<file path="src/rtl/ser3_pkg.sv">
package ser3_pkg;
  typedef enum logic [1:0] {
    PH_HEAD  = 2'd0,
    PH_WRITE = 2'd1,
    PH_READ  = 2'd2,
    PH_TAIL  = 2'd3
  } ser3_phase_e;
endpackage

</file>
<file path="src/rtl/ser3_sync.sv">
module ser3_sync #(
  parameter int W      = 3,
  parameter int STAGES = 2
) (
  input  logic         clk,
  input  logic         rst_n,
  input  logic [W-1:0] d_i,
  output logic [W-1:0] q_o,
  output logic [W-1:0] rise_o
);
  logic [STAGES:0][W-1:0] pipe;

  always_ff @(posedge clk or negedge rst_n) begin
    if (!rst_n) pipe <= '0;
    else        pipe <= {pipe[STAGES-1:0], d_i};
  end

  // pipe[STAGES-1] is the synchronised level, pipe[STAGES] its previous value
  assign q_o    = pipe[STAGES-1];
  assign rise_o = pipe[STAGES-1] & ~pipe[STAGES];
endmodule

</file>
<file path="src/rtl/ser3_frame.sv">
module ser3_frame
  import ser3_pkg::*;
#(
  parameter int AW = 7,
  parameter int DW = 8
) (
  input  logic          clk,
  input  logic          rst_n,
  input  logic          cs_s,
  input  logic          rise,
  input  logic          sdi,
  output logic [AW-1:0] addr_o,
  output logic [DW-1:0] wdata_o,
  output logic          we_o,
  output logic          rd_o,
  output logic          ld_o,
  output logic          sh_o,
  output logic          sh_last_o
);
  localparam int CNT_MAX = (AW > DW) ? AW : DW;
  localparam int CW      = $clog2(CNT_MAX + 1);

  ser3_phase_e   ph, ph_n;
  logic [CW-1:0] cnt, cnt_n;
  logic [AW-1:0] addr_n;
  logic [DW-1:0] wd_n;
  logic          we_n, rd_n;

  always_comb begin
    ph_n      = ph;
    cnt_n     = cnt;
    addr_n    = addr_o;
    wd_n      = wdata_o;
    we_n      = 1'b0;
    rd_n      = 1'b0;
    ld_o      = 1'b0;
    sh_o      = 1'b0;
    sh_last_o = 1'b0;
    if (!cs_s) begin
      ph_n  = PH_HEAD;
      cnt_n = '0;
    end else if (rise) begin
      unique case (ph)
        PH_HEAD: begin
          if (cnt == CW'(AW)) begin
            cnt_n = '0;
            if (sdi) begin
              ph_n = PH_READ;
              rd_n = 1'b1;
              ld_o = 1'b1;
            end else begin
              ph_n = PH_WRITE;
            end
          end else begin
            addr_n = {addr_o[AW-2:0], sdi};
            cnt_n  = cnt + 1'b1;
          end
        end
        PH_WRITE: begin
          wd_n = {wdata_o[DW-2:0], sdi};
          if (cnt == CW'(DW - 1)) begin
            ph_n = PH_TAIL;
            we_n = 1'b1;
          end else begin
            cnt_n = cnt + 1'b1;
          end
        end
        PH_READ: begin
          sh_o = 1'b1;
          if (cnt == CW'(DW - 1)) begin
            ph_n      = PH_TAIL;
            sh_last_o = 1'b1;
          end else begin
            cnt_n = cnt + 1'b1;
          end
        end
        default: ;
      endcase
    end
  end

  always_ff @(posedge clk or negedge rst_n) begin
    if (!rst_n) begin
      ph      <= PH_HEAD;
      cnt     <= '0;
      addr_o  <= '0;
      wdata_o <= '0;
      we_o    <= 1'b0;
      rd_o    <= 1'b0;
    end else begin
      ph      <= ph_n;
      cnt     <= cnt_n;
      addr_o  <= addr_n;
      wdata_o <= wd_n;
      we_o    <= we_n;
      rd_o    <= rd_n;
    end
  end
endmodule

</file>
<file path="src/rtl/ser3_drv.sv">
module ser3_drv #(
  parameter int DW = 8
) (
  input  logic          clk,
  input  logic          rst_n,
  input  logic          cs_s,
  input  logic          sdi,
  input  logic          ld,
  input  logic          sh,
  input  logic          sh_last,
  input  logic [DW-1:0] rdata,
  output logic          pull_o,
  output logic          col_o
);
  logic [DW-1:0] shr, sh_n;
  logic          act, act_n, col_n, pull_n;

  always_comb begin
    sh_n  = shr;
    act_n = act;
    col_n = col_o;
    if (!cs_s) begin
      act_n = 1'b0;
      col_n = 1'b0;
    end else if (ld) begin
      sh_n  = rdata;
      act_n = 1'b1;
    end else if (sh) begin
      // released bit yet line low: another driver holds it
      if (act && shr[DW-1] && !sdi) col_n = 1'b1;
      if (sh_last) act_n = 1'b0;
      else         sh_n  = {shr[DW-2:0], 1'b0};
    end
    pull_n = act_n & ~sh_n[DW-1] & ~col_n;
  end

  always_ff @(posedge clk or negedge rst_n) begin
    if (!rst_n) begin
      shr    <= '0;
      act    <= 1'b0;
      col_o  <= 1'b0;
      pull_o <= 1'b0;
    end else begin
      shr    <= sh_n;
      act    <= act_n;
      col_o  <= col_n;
      pull_o <= pull_n;
    end
  end
endmodule

</file>
<file path="src/rtl/ser3_port.sv">
module ser3_port #(
  parameter int AW          = 7,
  parameter int DW          = 8,
  parameter int SYNC_STAGES = 2
) (
  input  logic          clk,
  input  logic          rst_n,
  input  logic          cs_i,
  input  logic          sclk_i,
  input  logic          sdio_i,
  output logic          sdio_pull_o,
  output logic [AW-1:0] reg_addr_o,
  output logic [DW-1:0] reg_wdata_o,
  output logic          reg_we_o,
  output logic          reg_rd_o,
  input  logic [DW-1:0] reg_rdata_i
);
  localparam int PINS = 3;

  logic [1:0]      rst_pipe;
  logic            rst_q;
  logic [PINS-1:0] pin_s, pin_rise;
  logic            cs_s, sclk_rise, sdi_s;
  logic            ld, sh, sh_last, collided;

  // asynchronous assertion, synchronous release
  always_ff @(posedge clk or negedge rst_n) begin
    if (!rst_n) rst_pipe <= '0;
    else        rst_pipe <= {rst_pipe[0], 1'b1};
  end
  assign rst_q = rst_pipe[1];

  ser3_sync #(.W(PINS), .STAGES(SYNC_STAGES)) u_sync (
    .clk    (clk),
    .rst_n  (rst_q),
    .d_i    ({cs_i, sclk_i, sdio_i}),
    .q_o    (pin_s),
    .rise_o (pin_rise)
  );

  assign cs_s      = pin_s[2];
  assign sclk_rise = pin_rise[1];
  assign sdi_s     = pin_s[0];

  ser3_frame #(.AW(AW), .DW(DW)) u_frame (
    .clk       (clk),
    .rst_n     (rst_q),
    .cs_s      (cs_s),
    .rise      (sclk_rise),
    .sdi       (sdi_s),
    .addr_o    (reg_addr_o),
    .wdata_o   (reg_wdata_o),
    .we_o      (reg_we_o),
    .rd_o      (reg_rd_o),
    .ld_o      (ld),
    .sh_o      (sh),
    .sh_last_o (sh_last)
  );

  ser3_drv #(.DW(DW)) u_drv (
    .clk     (clk),
    .rst_n   (rst_q),
    .cs_s    (cs_s),
    .sdi     (sdi_s),
    .ld      (ld),
    .sh      (sh),
    .sh_last (sh_last),
    .rdata   (reg_rdata_i),
    .pull_o  (sdio_pull_o),
    .col_o   (collided)
  );
endmodule

</file>
<file path="config.mk">
export PLATFORM = sky130hd
export DESIGN_NAME = ser3_port
export DESIGN_NICKNAME = d
export VERILOG_FILES = /design/src/rtl/ser3_pkg.sv /design/src/rtl/ser3_sync.sv /design/src/rtl/ser3_frame.sv /design/src/rtl/ser3_drv.sv /design/src/rtl/ser3_port.sv
export SDC_FILE = /design/constraint.sdc
export NUM_CORES = 1
export LEC_CHECK = 0
export CAP_MARGIN = 25
export CELL_PAD_IN_SITES_DETAIL_PLACEMENT = 0
export CELL_PAD_IN_SITES_GLOBAL_PLACEMENT = 1
export CORE_MARGIN = 3
export CORE_UTILIZATION = 25
export CTS_CLUSTER_DIAMETER = 80
export CTS_CLUSTER_SIZE = 28
export DETAILED_ROUTE_END_ITERATION = 8
export PLACE_DENSITY_LB_ADDON = 0.1
export SYNTH_ARGS = -nofsm -noshare
export SYNTH_HDL_FRONTEND = slang
export SYNTH_HIERARCHICAL = 1
export SYNTH_SLANG_ARGS = --single-unit
</file>
<file path="constraint.sdc">
create_clock -name clk -period 1.6 [get_ports clk]
set_input_delay 0.32 -clock clk [delete_from_list [all_inputs] [get_ports clk]]
set_output_delay 0.32 -clock clk [all_outputs]
set_load 0.01 [all_outputs]
</file>
==> flow_summary.toml <==
[global_route]
grt_usage = 0.1016
grt_antenna_before_repair = 0
grt_start_max_net_pins = 18
grt_pass1_vias = 1369
gr-total-overflow = 0
grt_first_pass_wirelength_um = 6906

[route]
dr_total_vias = 1331
antenna_violating_nets_left = 0
avgViaCountPerCell = 4.497
route.detailed.wl_per_inst_um = 13.68
drt-total-wl_um = 4049
remaining_drc_errors = 0
detail_route.first_pass.iterations = 4
first_iter_violations = 27

[floorplanning]
floorplan.die.height_um = 91.98
die_width_um = 91.98
boundaryPins = 31
floorplan.rows = 30
initial_utilization = 0.2647
dieArea_um2 = 8459
core_region_area_um2 = 6982

[clocking]
cts_htree_levels = 2
clkLatencyLatePin_ps = 290
cts.hold.buffers_added = 0
cts_made_buffers = 5
clock-root-buffer = "clkbuf_8"
cts.clk_slew.worst_paths_ps = 90
clock_sink_count = 43
clock_path_buffers = 2
cts_tree = "done"

[worst_setup_path]
crit-reg2reg-launch = "u_frame/cnt[1]$_DFFE_PN0P_"
worstPathBufferInverterCount = 1
r2r_cells = 7
crit_path_category = "reg -> reg"
data_required_time_of_the_critical_path_ps = 1790
regToRegEndpoint = "u_drv/shr[0]$_DFFE_PN0P_"
cpLargestDelayFamily = "simple AND/OR/NAND/NOR gates"
crit_fanout = 3
r2r_slack_ps = -130
worst_ep_arrival_time_ps = 1920
timing.critical_path.to_type = "register"
peak_per_stage_delay_on_the_critical_path_ps = 390
critical_path_cell_by_cell = "ha_2, and3b_2, and2_4, and2b_1, o21ai_4, buf_4, a32o_1"
worst_setup_path_start_kind = "register"
timing.critical_path.slowest_stage_cell = "dfrtp_1"

[timing]
grt_setup_unrepaired = "true"
finalMaxSlewViolations = 0
postLayoutSetupSlackWorst_ps = -131.0
setup_tns_ps = -868.3
finalCritPeriodShare = 1.082
timing.final.setup_violations = 9
timing.fmax_ghz = 0.5777
timing.final.hold_violations = 0
finalWorstPathRequiredPeriod_ps = 1731
clock-skew-final_ps = 5.580

[placement]
place.gp.congestion = 0.7490
io_buf_count = 30
area_after_detailed_placement_um2 = 2436
dp_cells = 284
place.detailed.hpwl_um = 2931
dp_worst_slack_ps = -185.6

[run]
maxCapViolations = 0

[synth]
syn-num-nets = 157
postSynthAreaPerCell_um2 = 13.20
netlist_area_before_placement_um2 = 1848
post_synth_inst_count = 140
ys_warn_count = 6

[final_layout]
num_antenna_cells = 0
area_growth_pct = 42.59
post_route_cells_drive_above_1_share = 0.3600
stdcell_area_um2 = 2635
instances_no_fill = 296
finish.net_count = 216

[run_status]
violations_in_the_final_reports = "setup timing"
status = "finished, violations left"

[min_path]
min_delay_path_class = "reg -> async"

[pwr]
total_leakage_power_nw = 1.220
power_per_cell_area_nw_per_um2 = 943.9
irDropWorstVdd_mv = 0.3676
report_power, final:
part	total [mW]	switching, mW	leakage, nW	internal (mW)
sequential	1.25	0.0733	0.567	1.17
combinational	0.396	0.131	0.595	0.265
clock	0.846	0.381	0.0581	0.465
total	2.49	0.585	1.22	1.90
worst max path at each step:
stage | slack (ps) | cells after the start | endpoint | start
floorplan | -170 | 7 | u_drv/shr[7]$_DFF_PN0_ | u_frame/cnt[0]$_DFFE_PN0P_
global placement | -110 | 7 | u_drv/pull_o$_DFF_PN0_ | u_frame/ph[0]$_DFFE_PN0P_
detailed placement | -190 | 7 | u_drv/pull_o$_DFF_PN0_ | u_frame/ph[0]$_DFFE_PN0P_
CTS | -150 | 7 | u_drv/pull_o$_DFF_PN0_ | u_frame/ph[0]$_DFFE_PN0P_
global route | -230 | 8 | u_drv/shr[6]$_DFFE_PN0P_ | u_frame/ph[0]$_DFFE_PN0P_
finish | -130 | 7 | u_drv/shr[0]$_DFFE_PN0P_ | u_frame/cnt[1]$_DFFE_PN0P_
worst register-to-register path, delay by kind of cell (launching register included):
kind / cells / cell delay (ps)
and+or+nand+nor: 3 / 620
DFF: 1 / 390
AOI/OAI and AO/OA: 2 / 290
adders and majority gates: 1 / 180
buffers and inverters: 1 / 140
per-layer routing:
metal / vias to the layer above / GRT usage / share of wire
met1: 678 / 0.1287 / 0.46
met4: 0 / 0.03342 / 0.012
li1: 619 / - / -
met2: 30 / 0.1648 / 0.49
met3: 4 / 0.03117 / 0.045
met5: - / 0 / 0
final cells by class:
class                   instances  area, um2
clock buffers                   5      68.82
clock inverters                 3      43.79
fillers                       726       4347
inverters                       7      26.28
multi-input cells              83      750.7
flip-flops and latches         43       1077
well taps                      96      120.1
repair buffers                 59      548.0
state kept, by name (all words and copies together) (netlist names):
register,flops
u_sync/pipe,4
u_drv/act,1
u_frame/cnt,4
u_frame/rd_o,1
u_frame/ph,2
rst_pipe,2
u_frame/we_o,1
u_frame/addr_o,7
u_frame/wdata_o,8
u_drv/col_o,1
u_drv/shr,8
u_sync/q_o,3
u_drv/pull_o,1
cell usage in the layout, fill, tap and decap left out, drive strengths merged, types with 2 or more instances in the layout:
cell type,n
dlymetal6s2s,2
inv,7
clkbuf,5
a21oi,7
o21ai,4
nand2,6
clkdlybuf4s50,28
nand3b,2
and2,4
clkinv,2
mux2i,2
ha,4
mux2,16
a211oi,2
and3,3
dfrtp,43
o22ai,10
buf,29
stage by stage:
step | hold WS (ps) | util | total power, mW
global route | 165.9 | 0.3774 | 2.613
global placement | 181.9 | 0.3489 | 1.658
finish | 178.1 | 0.3774 | 2.487
detailed placement | 194.0 | 0.3489 | 1.673
floorplan | 24.41 | - | 1.440
CTS | 170.2 | 0.3711 | 2.542
timing repair:
item	CTS	global route
endpoints found under the setup margin	17	21
setup buffers	4	1
gates resized for setup	7	9
pin swaps	4	1
(Power assumes the default switching activity.)
